**src/rtl/pe_pkg.sv**
```systemverilog
package pe_pkg;
    typedef enum logic [1:0] {
        PE_IDLE    = 2'd0,
        PE_FLAGGED = 2'd1,
        PE_PULSING = 2'd2
    } pe_state_e;

    localparam int CTRL_W        = 4;
    localparam int CTRL_MASK_BIT = 0;
    localparam int CTRL_MODE_BIT = 1;
    localparam int SEL_LO_BIT    = 2;
    localparam int SEL_HI_BIT    = 3;
    localparam logic [CTRL_W-1:0] CTRL_RESET = 4'b0001;
endpackage

```
**src/rtl/pe_tick_select.sv**
```systemverilog
module pe_tick_select #(
    parameter int NUM_PERIODS = 4,
    localparam int SEL_W = $clog2(NUM_PERIODS)
) (
    input  logic [NUM_PERIODS-1:0] ticks,
    input  logic [SEL_W-1:0]       sel,
    output logic                   tick_out
);
    always_comb begin
        tick_out = ticks[sel];
    end
endmodule

```
**src/rtl/pe_pulse_timer.sv**
```systemverilog
module pe_pulse_timer #(
    parameter int PULSE_TICKS = 256,
    localparam int CNT_W = (PULSE_TICKS > 1) ? $clog2(PULSE_TICKS) : 1,
    localparam logic [CNT_W-1:0] CNT_LAST = CNT_W'(PULSE_TICKS - 1)
) (
    input  logic clk,
    input  logic rst_n,
    input  logic load,
    input  logic run,
    input  logic osc_tick,
    output logic expire
);
    logic [CNT_W-1:0] cnt_q;

    always_ff @(posedge clk or negedge rst_n) begin
        if (!rst_n) begin
            cnt_q <= '0;
        end else if (load) begin
            cnt_q <= CNT_LAST;
        end else if (run && osc_tick && (cnt_q != '0)) begin
            cnt_q <= cnt_q - 1'b1;
        end
    end

    always_comb begin
        expire = run && osc_tick && (cnt_q == '0);
    end
endmodule

```
**src/rtl/periodic_event_gen.sv**
```systemverilog
module periodic_event_gen
    import pe_pkg::*;
#(
    parameter int PULSE_TICKS = 256,
    parameter int NUM_PERIODS = 4
) (
    input  logic                   clk,
    input  logic                   rst_n,
    input  logic [NUM_PERIODS-1:0] period_ticks,
    input  logic                   osc_tick,
    input  logic                   ctrl_we,
    input  logic [CTRL_W-1:0]      ctrl_wdata,
    input  logic                   flag_we,
    input  logic                   flag_wdata,
    output logic [CTRL_W-1:0]      ctrl_rdata,
    output logic                   flag_rd,
    output logic                   event_n
);
    localparam int SEL_W = $clog2(NUM_PERIODS);

    pe_state_e          state_q, state_d;
    logic [CTRL_W-1:0]  ctrl_q;
    logic               sel_tick;
    logic               period_evt;
    logic               cfg_change;
    logic               clear_wr;
    logic               timer_load;
    logic               timer_expire;

    // control register
    always_ff @(posedge clk or negedge rst_n) begin
        if (!rst_n) begin
            ctrl_q <= CTRL_RESET;
        end else if (ctrl_we) begin
            ctrl_q <= ctrl_wdata;
        end
    end

    pe_tick_select #(.NUM_PERIODS(NUM_PERIODS)) i_sel (
        .ticks    (period_ticks),
        .sel      (ctrl_q[SEL_HI_BIT:SEL_LO_BIT]),
        .tick_out (sel_tick)
    );

    pe_pulse_timer #(.PULSE_TICKS(PULSE_TICKS)) i_timer (
        .clk      (clk),
        .rst_n    (rst_n),
        .load     (timer_load),
        .run      (state_q == PE_PULSING),
        .osc_tick (osc_tick),
        .expire   (timer_expire)
    );

    always_comb begin
        period_evt = sel_tick && !ctrl_q[CTRL_MASK_BIT];
        cfg_change = ctrl_we &&
                     (ctrl_wdata[CTRL_W-1:CTRL_MODE_BIT] != ctrl_q[CTRL_W-1:CTRL_MODE_BIT]);
        clear_wr   = flag_we && !flag_wdata;
    end

    // next-state logic
    always_comb begin
        state_d    = state_q;
        timer_load = 1'b0;
        if (cfg_change) begin
            state_d = PE_IDLE;
        end else begin
            unique case (state_q)
                PE_IDLE: begin
                    if (period_evt) begin
                        if (ctrl_q[CTRL_MODE_BIT]) begin
                            state_d = PE_FLAGGED;
                        end else begin
                            state_d    = PE_PULSING;
                            timer_load = 1'b1;
                        end
                    end
                end
                PE_FLAGGED: begin
                    if (clear_wr && !period_evt) begin
                        state_d = PE_IDLE;
                    end
                end
                PE_PULSING: begin
                    if (clear_wr || timer_expire) begin
                        state_d = PE_IDLE;
                    end
                end
                default: state_d = PE_IDLE;
            endcase
        end
    end

    // state register
    always_ff @(posedge clk or negedge rst_n) begin
        if (!rst_n) begin
            state_q <= PE_IDLE;
        end else begin
            state_q <= state_d;
        end
    end

    // outputs
    always_comb begin
        ctrl_rdata = ctrl_q;
        flag_rd    = (state_q != PE_IDLE);
        event_n    = !flag_rd;
    end

    logic unused_sel_w;
    always_comb unused_sel_w = (SEL_W > 0);
endmodule

```
**config.mk**
```make
export PLATFORM = sky130hd
export DESIGN_NAME = periodic_event_gen
export DESIGN_NICKNAME = d
export VERILOG_FILES = /design/src/rtl/pe_pkg.sv /design/src/rtl/pe_tick_select.sv /design/src/rtl/pe_pulse_timer.sv /design/src/rtl/periodic_event_gen.sv
export SDC_FILE = /design/constraint.sdc
export NUM_CORES = 1
export LEC_CHECK = 0
export BUFFER_PORTS_ARGS = -buffer_cell sky130_fd_sc_hd__buf_4
export CORE_UTILIZATION = 38
export CTS_BUF_LIST = sky130_fd_sc_hd__clkbuf_4 sky130_fd_sc_hd__clkbuf_8
export DETAILED_ROUTE_END_ITERATION = 10
export PLACE_DENSITY = 0.63
export SLEW_MARGIN = 0
export SYNTH_ARGS = -nofsm -noshare
export SYNTH_HDL_FRONTEND = slang
export SYNTH_SLANG_ARGS = --single-unit
```
**constraint.sdc**
```tcl
create_clock -name clk -period 2.5 [get_ports clk]
set_clock_uncertainty 0.05 [all_clocks]
set_input_delay 0.5 -clock clk [delete_from_list [all_inputs] [get_ports clk]]
set_output_delay 0.5 -clock clk [all_outputs]
set_load 0.02 [all_outputs]
```
# After elaboration in Yosys (flattened, before gate mapping)
# Cells that the tools add are included.
dict set report word_totals {
  regBits 14
  inputBits 14
  output_inout_bits 6
  elab_cells 43
}
dict set report op_classes {
  add_sub_neg 1
  order_cmp 1
  eq_ne 6
  n_mux 14
  n_reduce_logical 18
}
# operator count
set op_table {}
lappend op_table {{two-way mux 8 bit} 2}
lappend op_table {{two-way mux 2 bit} 5}
lappend op_table {{inequality test 3 bit, second input constant} 3}
lappend op_table {{zero test 8 bit} 1}
lappend op_table {{nonzero test 8 bit} 1}
lappend op_table {{subtractor 8 x 1 -> 8 bit, second input constant} 1}
lappend op_table {{logical AND 1 bit} 7}
lappend op_table {{one-hot mux 2 bit (3 select lines)} 1}
lappend op_table {{two-way mux 1 bit} 5}
lappend op_table {{zero test 1 bit} 4}
lappend op_table {{nonzero test 2 bit} 2}
lappend op_table {{less-than comparator 2 x 3 -> 1 bit, second input constant} 1}
lappend op_table {{inequality test 3 bit} 1}
lappend op_table {{AND reduction 3 bit} 1}
lappend op_table {{binary-select mux 1 bit (select 2 bit)} 1}
lappend op_table {{== test 2 x 1 -> 1 bit, second input constant} 1}
lappend op_table {{== test 2 bit, second input constant} 1}
lappend op_table {{zero test 2 bit} 1}
lappend op_table {{logical OR 1 bit} 1}

# Logic depth before layout (Yosys ltp)
dict set report depth {
  ltp_word 8
  depth_mapped 6
  ltp_nobuf 6
}

# By module
# Synthesis repeated with hierarchy kept, for this count alone.
dict set report unflattened {
  hier_cells 76
  hier_area_um2 823.3
}
# module n_inst cells_each area_per_inst_um2 seq_area_each_um2
set by_module_without_submodules {}
lappend by_module_without_submodules {pe_pulse_timer 1 48 494.2 200.2}
lappend by_module_without_submodules {periodic_event_gen 1 27 306.5 151.4}
lappend by_module_without_submodules {pe_tick_select 1 1 22.5 0.0}

# Worst setup path before layout
# No wires, ideal clock.
dict set report synth_path {
  path_kind {flip-flop to output port}
  startpoint {register state_q[1]}
  endpoint {output event_n}
  t_arrival_ps 993
  t_required_ps 1950
  slack_ps 957
  path_stages_with_launch 3
  n_path_buf 0
  path_cell_list {dfrtp_1 > or2_2 > inv_1}
}
dict set report synth_between {
  elab_chain_cells 2
}
# item line_no
set synth_rtl {}
lappend synth_rtl {{start: declaration} periodic_event_gen.sv:21} ;# pe_state_e state_q, state_d;
lappend synth_rtl {{start signal: assignment} periodic_event_gen.sv:99} ;# state_q <= state_d;
lappend synth_rtl {{nonzero test 2 bit} periodic_event_gen.sv:106} ;# flag_rd = (state_q != PE_IDLE);
lappend synth_rtl {{named net flag_rd} periodic_event_gen.sv:16} ;# output logic flag_rd,
lappend synth_rtl {{zero test 1 bit} periodic_event_gen.sv:107} ;# event_n = !flag_rd;
lappend synth_rtl {{end: declaration} periodic_event_gen.sv:17} ;# output logic event_n
# The timed path passes the listed nets, and every way through them passes these cells.

# Final worst setup path
dict set report layout_path {
  startpoint {register state_q[1]}
  endpoint {output event_n}
}
dict set report layout_between {
  elab_chain_cells 2
}
# item line_no
set layout_rtl {}
lappend layout_rtl {{nonzero test 2 bit} periodic_event_gen.sv:106}
lappend layout_rtl {{zero test 1 bit} periodic_event_gen.sv:107}
# No other way between the ends.

==> summary.md <==
| Metric | Value |
|---|---|
| Outcome | `complete, no violations` |
| Via count | `628` |
| GPL Wtd Cong | `0.819` |
| Die area | `2480 µm²` |
| Sequential area share after synthesis | `0.404` |
| Vias in the first global route | `630` |
| GRT Total Usage | `0.156` |
| Sw Ratio | `0.342` |
| Post-DP Area | `1050 µm²` |
| Min cycle time layout | `1.89 ns` |
| CP Capture Type | `output pin` |
| Post-Synthesis Cells | `76` |
| TritonRoute pass-1 iters | `4` |
| Worst min-delay path category | `in -> reg` |
| Critical setup path kind | `reg -> out` |
| Crit path DAT | `1.34 ns` |
| Via density | `4.94` |
| CTS clk-pin slew, worst paths | `0.09 ns` |
| Fill cells | `188` |
| Crit-path max FO | `5` |
| Setup violation total in the final timing report | `0` |
| Port Buf Inserts | `19` |
| Pwr/cell area | `622 nW/µm²` |
| Detail Route Antenna Nets | `0` |
| Diodes inserted | `0` |
| FF+latch count, synth | `14` |
| Cell taking the most area after synthesis | `dfrtp_1` |
| Post-route DRC | `0` |
| Initial antenna violation count | `0` |
| Ys async rst share | `1.00` |
| Synth area leaders | `dfrtp_1 37%, nand4b_4 5.5%, mux2_2 5.2%, nand2_1 4.7%, mux2i_1 3.5%` |
| Cell Int Power | `445 µW` |
| RSZ-0062 raised after global routing | `false` |
| H-Tree Depth | `1` |
| CTS root buf | `clkbuf_4` |
| Total Neg Setup Slack | `0 ns` |
| Fin crit share | `0.756` |
| Initial drt markers | `16` |
| Synthesis Warnings | `0` |
| Clock tree buffer depth | `2` |
| Critical Path Source Type | `flip-flop` |
| Syn nets | `92` |
| Share of layout cells above drive strength 1 | `0.400` |
| Part of the power in registers | `0.487` |
| Final Cell Area | `1090 µm²` |
| MaxCap Viol Count | `0` |
| Slew Viols, Final | `0` |
| Core area | `2060 µm²` |
| Chip Width | `49.8 µm` |
| Most frequent cell after synthesis | `dfrtp_1` |
| Req. time, crit path | `1.95 ns` |
| Final WL | `1580 µm` |
| Switching Power | `231 µW` |
| Post-CTS Setup Bufs | `0` |
| Final hold violation count | `0` |
| Max VDD drop | `0.000489 V` |
| Post-synth top cells | `13 x dfrtp_1, 11 x nand2_1, 4 x mux2_2` |
| Fmax | `529 MHz` |
| Hpwl dp | `1240 µm` |
| Post-Syn Area | `870 µm²` |
| Rel. slew slack | `0.741` |
| Die Ht | `49.8 µm` |
| Routed length per instance | `12.5 µm` |
| CTS buffer count | `3` |
| Final Power | `675 µW` |
| TritonCTS clock tree | `built` |
| Initial core utilization | `0.422` |
| Syn avg cell area | `11.4 µm²` |
| Distinct cells, synth | `33` |
| IO Pins | `20` |
| Clk_lat worst skew | `0.28 ns` |
| Clk pwr share | `0.211` |
| Leakage Power | `0.000495 µW` |
| P&R area growth vs syn | `24.9%` |
| Grt ovf | `0` |
| Clock Sinks | `14` |
| Largest net degree at the start of global routing | `15` |
| Row count | `16` |
| # nets final | `117` |
| Ys flop type | `dfrtp_1` |
| Number of synthesized flops with an enable pin | `0` |
| Comb pwr share | `0.302` |
| Share of the synthesized area in the top cell type | `0.374` |
| First-pass GRT wire length | `2910 µm` |
| Actual slew at the worst max-slew pin | `0.387 ns` |
## routing by layer
layer | GRT usage | part of all wire | wire length [µm]
met1 | 0.209 | 0.48 | 767
met3 | 0.0463 | 0.053 | 84
met5 | 0 | 0 | 0
met4 | 0.0429 | 0.0088 | 14
met2 | 0.241 | 0.45 | 715
## final cells by class
class,count,area [µm²],area share
multi-input combinational,59,507,0.467
sequential,14,352,0.324
timing repair buffer,20,153,0.141
tap,27,33.8,0.0311
clock buffer,4,30.0,0.0276
inverter,3,11.3,0.0104
## power groups by stage
stage	logic, µW	clock network (µW)	registers (µW)
detailed placement	204	0	333
global placement	198	0	333
floorplan	133	0	330
finish	204	142	329
global route	230	158	337
CTS	206	149	328
## state kept, by name, indices dropped and copies added, names as in the netlist
register       count
ctrl_rdata         4
state_q            2
i_timer.cnt_q      8
## critical path, stage by stage, from the launching register on
cell	delay [ns]
dfrtp_1	0.46
or2_2	0.33
inv_1	0.12
buf_4	0.16
## cells in the final DEF (no fill, tap or decap), types with 2 or more instances in the layout
cell type and instances:
buf_4 19, inv_1 3, xnor2_1 3, mux2i_1 3
mux2_2 4, a21oi_1 2, nand3_1 3, clkbuf_4 4
nand2_1 11, nand2b_1 3, xor2_1 3, ha_1 2
or2_2 2, nor2_1 2, o211ai_1 2, nand4b_4 2
dfrtp_1 13
## through the flow
step           setup slack [ns]  hold WS, ns  std cells   util
5_1_grt                   0.546        0.405        127  0.527
2_1_floorplan             0.957        0.154         76      -
4_1_cts                   0.598        0.407        127  0.527
6_report                  0.611        0.415        127  0.527
3_5_place_dp              0.873        0.310        122  0.507
3_3_place_gp              0.868        0.309        122  0.507
## cells by family after synthesis
family / count (synthesis) / synth area share
adder cells (fa/ha/maj): 2 / 0.0288
buffers and inverters: 3 / 0.0129
multiplexers: 7 / 0.0863
flip-flops: 14 / 0.404
AO/OA/AOI/OAI: 12 / 0.140
AND/OR/NAND/NOR: 32 / 0.268
XOR/XNOR: 6 / 0.0604
## repair_timing
item / 4_1_cts / 5_1_grt
endpoints found under the hold margin: 7 / 0
hold buffers: 1 / 0
resized for setup: 0 / 0
## worst paths after layout
check                                   end  cells past startpoint  slack [ns]              from
max reg2reg                i_timer.cnt_q[0]                      6        0.85  i_timer.cnt_q[0]
min in group asynchronous     ctrl_rdata[3]                      2        0.54             rst_n
max in group asynchronous     ctrl_rdata[0]                      2        1.61             rst_n
min reg2reg                i_timer.cnt_q[1]                      2        0.50  i_timer.cnt_q[1]
min                           ctrl_rdata[0]                      2        0.41     ctrl_wdata[0]
max                                 event_n                      3        0.61        state_q[1]
No activity file was read; power rests on OpenSTA's default activity.
